**src/rtl/tgu_pkg.sv**
```systemverilog
package tgu_pkg;

    typedef enum logic [2:0] {
        OP_NOP    = 3'd0,
        OP_SET    = 3'd1,
        OP_DELAY  = 3'd2,
        OP_BRTEST = 3'd3,
        OP_ARM    = 3'd4,
        OP_DISARM = 3'd5,
        OP_EXACT  = 3'd6
    } tgu_op_e;

    typedef enum logic [1:0] {
        TS_RUN,
        TS_HOLD_DELAY,
        TS_HOLD_EXACT
    } tgu_state_e;

endpackage

```
**src/rtl/tgu_timebase.sv**
```systemverilog
module tgu_timebase #(
    parameter int TW      = 64,
    parameter int NS_STEP = 10
) (
    input  logic          clk,
    input  logic          rst_n,
    output logic [TW-1:0] now
);
    always_ff @(posedge clk) begin
        if (!rst_n) now <= '0;
        else        now <= now + TW'(NS_STEP);
    end
endmodule

```
**src/rtl/tgu_first.sv**
```systemverilog
module tgu_first #(
    parameter int N  = 4,
    parameter int IW = 2
) (
    input  logic [N-1:0]  req,
    output logic          any,
    output logic [IW-1:0] idx
);
    always_comb begin
        idx = '0;
        for (int i = N - 1; i >= 0; i--) begin
            if (req[i]) idx = IW'(i);
        end
        any = |req;
    end
endmodule

```
**src/rtl/tgu_thread.sv**
```systemverilog
module tgu_thread
    import tgu_pkg::*;
#(
    parameter int TW     = 64,
    parameter int NREGS  = 8,
    parameter int NSLOTS = 4,
    parameter int RIDW   = 3,
    parameter int SIDW   = 2
) (
    input  logic            clk,
    input  logic            rst_n,
    input  logic [TW-1:0]   now,
    input  logic            hit,
    input  logic [2:0]      op,
    input  logic [RIDW-1:0] rsel,
    input  logic [SIDW-1:0] ssel,
    input  logic [TW-1:0]   offset,
    input  logic            ack,
    output logic            stall,
    output logic            brv,
    output logic            brt,
    output logic            viol,
    output logic            exc_req,
    output logic [SIDW-1:0] exc_idx
);
    tgu_op_e         op_e;
    tgu_state_e      state, state_nxt;
    logic [TW-1:0]   hold;
    logic [TW-1:0]   dl [NREGS];
    logic [TW-1:0]   rd_dl;
    logic            accept;
    logic            reached;
    logic [NSLOTS-1:0] armed, pending;
    logic            pick_any;
    logic [SIDW-1:0] pick_idx;

    assign op_e    = tgu_op_e'(op);
    assign accept  = hit && (state == TS_RUN);
    assign rd_dl   = dl[rsel];
    assign reached = (now >= rd_dl);

    // deadline bank
    for (genvar r = 0; r < NREGS; r++) begin : g_reg
        logic [TW-1:0] dl_q;
        always_ff @(posedge clk) begin
            if (!rst_n) begin
                dl_q <= '0;
            end else if (accept && op_e == OP_SET && rsel == RIDW'(r)) begin
                dl_q <= now + offset;
            end
        end
        assign dl[r] = dl_q;
    end

    // state register
    always_ff @(posedge clk) begin
        if (!rst_n) state <= TS_RUN;
        else        state <= state_nxt;
    end

    // captured deadline for the hold states
    always_ff @(posedge clk) begin
        if (!rst_n) begin
            hold <= '0;
        end else if (state == TS_RUN && state_nxt != TS_RUN) begin
            hold <= rd_dl;
        end
    end

    // next state
    always_comb begin
        state_nxt = state;
        unique case (state)
            TS_RUN: begin
                if (accept && op_e == OP_DELAY && !reached)
                    state_nxt = TS_HOLD_DELAY;
                else if (accept && op_e == OP_EXACT && !reached)
                    state_nxt = TS_HOLD_EXACT;
            end
            TS_HOLD_DELAY: begin
                if (now >= hold) state_nxt = TS_RUN;
            end
            TS_HOLD_EXACT: begin
                if (now >= hold) state_nxt = TS_RUN;
            end
            default: state_nxt = TS_RUN;
        endcase
    end

    // outputs of the state machine
    always_comb begin
        stall = (state != TS_RUN) && (now < hold);
    end

    // branch test and exact-miss results, one cycle after issue
    always_ff @(posedge clk) begin
        if (!rst_n) begin
            brv  <= 1'b0;
            brt  <= 1'b0;
            viol <= 1'b0;
        end else begin
            brv  <= accept && op_e == OP_BRTEST;
            brt  <= accept && op_e == OP_BRTEST && reached;
            viol <= accept && op_e == OP_EXACT && (now > rd_dl);
        end
    end

    // exception slots
    for (genvar s = 0; s < NSLOTS; s++) begin : g_slot
        logic            armed_q, pend_q;
        logic [RIDW-1:0] sreg_q;
        logic            fire, arm_s, dis_s, clr_s;
        assign fire  = armed_q && (now >= dl[sreg_q]);
        assign arm_s = accept && op_e == OP_ARM && ssel == SIDW'(s);
        assign dis_s = accept && op_e == OP_DISARM && ssel == SIDW'(s);
        assign clr_s = ack && pick_any && pick_idx == SIDW'(s);
        always_ff @(posedge clk) begin
            if (!rst_n) begin
                armed_q <= 1'b0;
                pend_q  <= 1'b0;
                sreg_q  <= '0;
            end else begin
                if (clr_s) pend_q <= 1'b0;
                if (fire) begin
                    pend_q  <= 1'b1;
                    armed_q <= 1'b0;
                end
                if (arm_s) begin
                    armed_q <= 1'b1;
                    sreg_q  <= rsel;
                end
                if (dis_s) begin
                    armed_q <= 1'b0;
                    pend_q  <= 1'b0;
                end
            end
        end
        assign armed[s]   = armed_q;
        assign pending[s] = pend_q;
    end

    tgu_first #(.N(NSLOTS), .IW(SIDW)) u_pick (
        .req (pending),
        .any (pick_any),
        .idx (pick_idx)
    );

    assign exc_req = pick_any;
    assign exc_idx = pick_idx;
endmodule

```
**src/rtl/deadline_timer_unit.sv**
```systemverilog
module deadline_timer_unit #(
    parameter int NT      = 2,
    parameter int TW      = 64,
    parameter int NREGS   = 8,
    parameter int NSLOTS  = 4,
    parameter int NS_STEP = 10,
    parameter int TIDW    = (NT > 1) ? $clog2(NT) : 1,
    parameter int RIDW    = (NREGS > 1) ? $clog2(NREGS) : 1,
    parameter int SIDW    = (NSLOTS > 1) ? $clog2(NSLOTS) : 1
) (
    input  logic               clk,
    input  logic               rst_n,
    input  logic               cmd_valid,
    input  logic [TIDW-1:0]    cmd_tid,
    input  logic [2:0]         cmd_op,
    input  logic [RIDW-1:0]    cmd_reg,
    input  logic [SIDW-1:0]    cmd_slot,
    input  logic [TW-1:0]      cmd_offset,
    input  logic [NT-1:0]      exc_ack,
    output logic [TW-1:0]      now_ns,
    output logic [NT-1:0]      stall,
    output logic               br_valid,
    output logic               br_taken,
    output logic [NT-1:0]      viol,
    output logic [NT-1:0]      exc_req,
    output logic [NT*SIDW-1:0] exc_idx
);
    logic [NT-1:0] brv_t, brt_t;

    tgu_timebase #(.TW(TW), .NS_STEP(NS_STEP)) u_time (
        .clk (clk),
        .rst_n (rst_n),
        .now (now_ns)
    );

    for (genvar t = 0; t < NT; t++) begin : g_thr
        logic hit;
        assign hit = cmd_valid && (cmd_tid == TIDW'(t));
        tgu_thread #(
            .TW(TW), .NREGS(NREGS), .NSLOTS(NSLOTS), .RIDW(RIDW), .SIDW(SIDW)
        ) u_thr (
            .clk     (clk),
            .rst_n   (rst_n),
            .now     (now_ns),
            .hit     (hit),
            .op      (cmd_op),
            .rsel    (cmd_reg),
            .ssel    (cmd_slot),
            .offset  (cmd_offset),
            .ack     (exc_ack[t]),
            .stall   (stall[t]),
            .brv     (brv_t[t]),
            .brt     (brt_t[t]),
            .viol    (viol[t]),
            .exc_req (exc_req[t]),
            .exc_idx (exc_idx[t*SIDW +: SIDW])
        );
    end

    assign br_valid = |brv_t;
    assign br_taken = |brt_t;
endmodule

```
**config.mk**
```make
export PLATFORM = sky130hd
export DESIGN_NAME = deadline_timer_unit
export DESIGN_NICKNAME = d
export VERILOG_FILES = /design/src/rtl/tgu_pkg.sv /design/src/rtl/tgu_timebase.sv /design/src/rtl/tgu_first.sv /design/src/rtl/tgu_thread.sv /design/src/rtl/deadline_timer_unit.sv
export SDC_FILE = /design/constraint.sdc
export NUM_CORES = 2
export LEC_CHECK = 0
export BUFFER_PORTS_ARGS = -buffer_cell sky130_fd_sc_hd__buf_4
export CELL_PAD_IN_SITES_DETAIL_PLACEMENT = 0
export CELL_PAD_IN_SITES_GLOBAL_PLACEMENT = 2
export CORE_MARGIN = 2
export CORE_UTILIZATION = 34
export DETAILED_ROUTE_END_ITERATION = 8
export GPL_TIMING_DRIVEN = 1
export PLACE_DENSITY = 0.7
export SLEW_MARGIN = 0
export SYNTH_ARGS = -nofsm -noshare
export SYNTH_HDL_FRONTEND = slang
export SYNTH_SLANG_ARGS = --single-unit
```
**constraint.sdc**
```tcl
create_clock -name clk -period 11.7 [get_ports clk]
set_input_delay 1.755 -clock clk [delete_from_list [all_inputs] [get_ports clk]]
set_output_delay 1.755 -clock clk [all_outputs]
set_load 0.02 [all_outputs]
```
==> flow_summary.toml <==
[run_status]
outcome = "finished clean"

[detailed_routing]
antenna_left = 0
wl_met2_mm = 208.6
wire_per_inst_microns = 32.46
met3_length_mm = 37.50
drtIter0Drc = 9426
num_vias = 90730
dr.max_layer_used = "met5"
routed_wirelength_mm = 461.1
avgViaCountPerCell = 6.388
drtPass1Iterations = 6
drc_errors = 0
drt-met1-wl_mm = 191.6

[worst_hold_path]
hold_class = "register to register"
worstHoldStart = "g_thr[1].u_thr.g_slot[3].armed_q"

[synthesis]
yosysUniqueCellTypes = 94
synth.top_cell.area_share_pct = 27.53
yosysMostFrequentCell = "nand2_1"
syn-cell-area_sq_mm = 0.1047
syn_inst = 10290
synth-seq-cells = 1265
synthFlopType = "dfxtp_1"
synth.avg_cell_area_sq_um = 10.18
synth-seq-area-share_pct = 24.18
async_reset_ff_share_pct = 0
synth_edf_count = 0
synth_warnings = 0
synth_nets = 11190
synthTopCellsByArea = "mux4_2 (28%), dfxtp_1 (24%), ha_1 (9.8%), mux2i_1 (6.3%), nand2_1 (5.4%)"
synth_commonest_cells = "nand2_1 (1512), mux4_2 (1280), dfxtp_1 (1265)"
synth_top_cell_by_area = "mux4_2"

[clocking]
root_buffer = "clkbuf_16"
insertion_delay_ns = 0.87
cts_buffers = 171
clock-sinks = 1265
post_cts_buffers = 0
htreeDepth = 4
max-clock-path-buffers = 4
cts-resized-gates = 0
clk_pin_slew_worst_paths_ns = 0.06
cts_tree = "done"
ctsHoldBuffers = 0

[final_layout]
final_core_util_pct = 37.86
multi_input_area_sq_mm = 0.07581
instances_no_fill = 14200
fin_nets = 10860
drive_above_1_share_pct = 20.86
fill_cells = 29900
syn_to_final_growth_pct = 10.65
seqCellArea_sq_mm = 0.02542

[setup_path]
cp.depth = 13
crit_buf_inv = 3
end_kind = "register"
cp.required_ns = 12.44
cp_slowest_stage_delay_ns = 1.00
crit_fanout = 112
path_cells = "buf_8, buf_12, mux4_2, mux2i_1, ha_1, nand4_1, nor2_1, a21boi_0, o21ai_0, a21oi_1, o22ai_4, buf_12, o211a_1"
arrival_ns = 8.04
path_delay_family = "compound AO/OA/AOI/OAI gates"
slowest_stage = "a21oi_1"
reg2reg_slack_ns = 5.03
cp_common_cell = "buf_12"
startpoint_type = "primary input"
r2r_start = "g_thr[0].u_thr.g_slot[1].sreg_q[0]"
ff2ff_path_depth = 13
r2r-end = "g_thr[0].u_thr.g_slot[1].pend_q"
startpoint = "cmd_reg[0]"
cp-endpoint = "g_thr[0].u_thr.hold[14]"
crit_type = "primary input to register"

[placed_design]
gp_congestion = 0.9089
dp.cells = 13890
hpwlAfterDp_mm = 305.2
portBuffers = 152

[floorplan]
start_util_pct = 34.21
dieArea_sq_mm = 0.3124
ioPinCount = 154
dieWidth_microns = 559.0
die_h_microns = 559.0
fp-row-count = 203
core-area_sq_mm = 0.3061

[sta]
fin_hold_ws_ns = 0.4563
slew_headroom_pct = 6.469
finalMaxSlewViolations = 0
post-route-period-util_pct = 62.35
min_period_ns = 7.295
rsz0062_at_grt = "no"
worstMarginPinSlew_ns = 1.400
fin_skew_ns = 0.04208
setup_violations = 0
report.final.hold_viol_count = 0
tns_ns = 0
clock.fmax_mhz = 137.1

[global_routing]
grt_pass1_wl_mm = 659.5
grt_max_degree = 230
grt_pass1_vias = 88070
antenna_found_initial = 13
grt_usage_pct = 28.69
grt-ovfl-total = 0

[pwr]
power_density_mw_per_mm2 = 94.38
ir_worst_vdd_mv = 0.1175
total_leakage_power_nw = 42.02

[run]
drv_cap = 0
-- per-layer routing --
layer  global-route usage [%]  vias to the layer above
met5                        0                        -
met4                    13.34                        8
met3                    5.259                     1006
met2                    45.12                     4352
met1                    38.12                    46210
li1                         -                    39160
-- metrics by stage --
stage	cell area (sq um)	power (mW)	setup WS, ns
after floorplan	104700	5.116	5.574
after global placement	110300	5.636	3.855
after detailed placement	110300	5.647	3.885
after CTS	115800	10.99	4.812
after global routing	115800	11.23	4.375
final	115900	10.94	4.405
-- worst register-to-register path, delay by kind of cell (launching register included) --
kind	cells	cell delay, ns
AOI/OAI and AO/OA	5	2.40
adders and majority gates	1	0.20
buffers and inverters	2	1.49
DFF	1	0.69
muxes	2	0.93
and+or+nand+nor	3	0.88
-- kinds of logic (layout without fill, tap and decap cells) --
group	after synthesis	in the layout	synth area share, %
XOR/XNOR	90	90	0.7528
AND/OR/NAND/NOR	2922	2922	13.06
adder cells (fa/ha/maj)	824	824	9.853
flip-flops	1265	1265	24.18
multiplexers	1939	1939	33.83
other	1	14	0.003581
AO/OA/AOI/OAI	2172	2172	14.36
buffers and inverters	1073	878	3.948
-- cell usage in the layout, fill, tap and decap left out, drive strengths merged, types with 85 or more instances in the layout --
| cell type | n |
|---|---|
| nand3 | 427 |
| a21o | 237 |
| o311ai | 129 |
| nand2 | 1514 |
| inv | 177 |
| clkbuf | 239 |
| dfxtp | 1265 |
| ha | 823 |
| o21ai | 564 |
| nor2 | 175 |
| nand4 | 237 |
| and2 | 207 |
| a21oi | 279 |
| nor2b | 85 |
| a21boi | 499 |
| mux2i | 657 |
| mux4 | 1280 |
| o211a | 178 |
| buf | 403 |
-- registers in the layout, indices dropped and copies added (netlist names) --
| signal | cells |
|---|---|
| g_thr.u_thr.brt | 2 |
| g_thr.u_thr.brv | 2 |
| g_thr.u_thr.g.dl_q | 1024 |
| g_thr.u_thr.g_slot.armed_q | 8 |
| g_thr.u_thr.g_slot.pend_q | 8 |
| g_thr.u_thr.g_slot.sreg_q | 24 |
| g_thr.u_thr.hold | 128 |
| g_thr.u_thr.state | 4 |
| g_thr.u_thr.viol | 2 |
| u_time.now | 63 |
-- area by class of cell --
| class | count | share of cell area [%] |
|---|---|---|
| Timing Repair Buffer | 403 | 2.867 |
| Sequential cell | 1265 | 21.94 |
| Tap cell | 4100 | 4.427 |
| Antenna cell | 13 | 0.02808 |
| Clock inverter | 63 | 0.5529 |
| Clock buffer | 239 | 4.201 |
| Multi-Input combinational cell | 7948 | 65.43 |
| Inverter | 173 | 0.5604 |
-- how the worst min path moves through the flow --
stage	endpoint	cells after the start
2_1_floorplan	g_thr[1].u_thr.g_slot[3].armed_q	2
3_3_place_gp	g_thr[1].u_thr.g_slot[3].armed_q	2
3_5_place_dp	g_thr[1].u_thr.g_slot[3].armed_q	2
4_1_cts	g_thr[1].u_thr.g_slot[3].armed_q	2
5_1_grt	g_thr[1].u_thr.g_slot[1].pend_q	2
6_report	g_thr[1].u_thr.g_slot[3].armed_q	2
-- where the power goes --
part           internal [mW]  leakage [nW]  total (mW)  switching (mW)
Combinational          0.361          29.1        1.19           0.828
Clock                   3.12          2.72        5.35            2.23
Sequential              4.35          10.2        4.40          0.0442
Note: power is estimated with default switching activity, not from simulation.
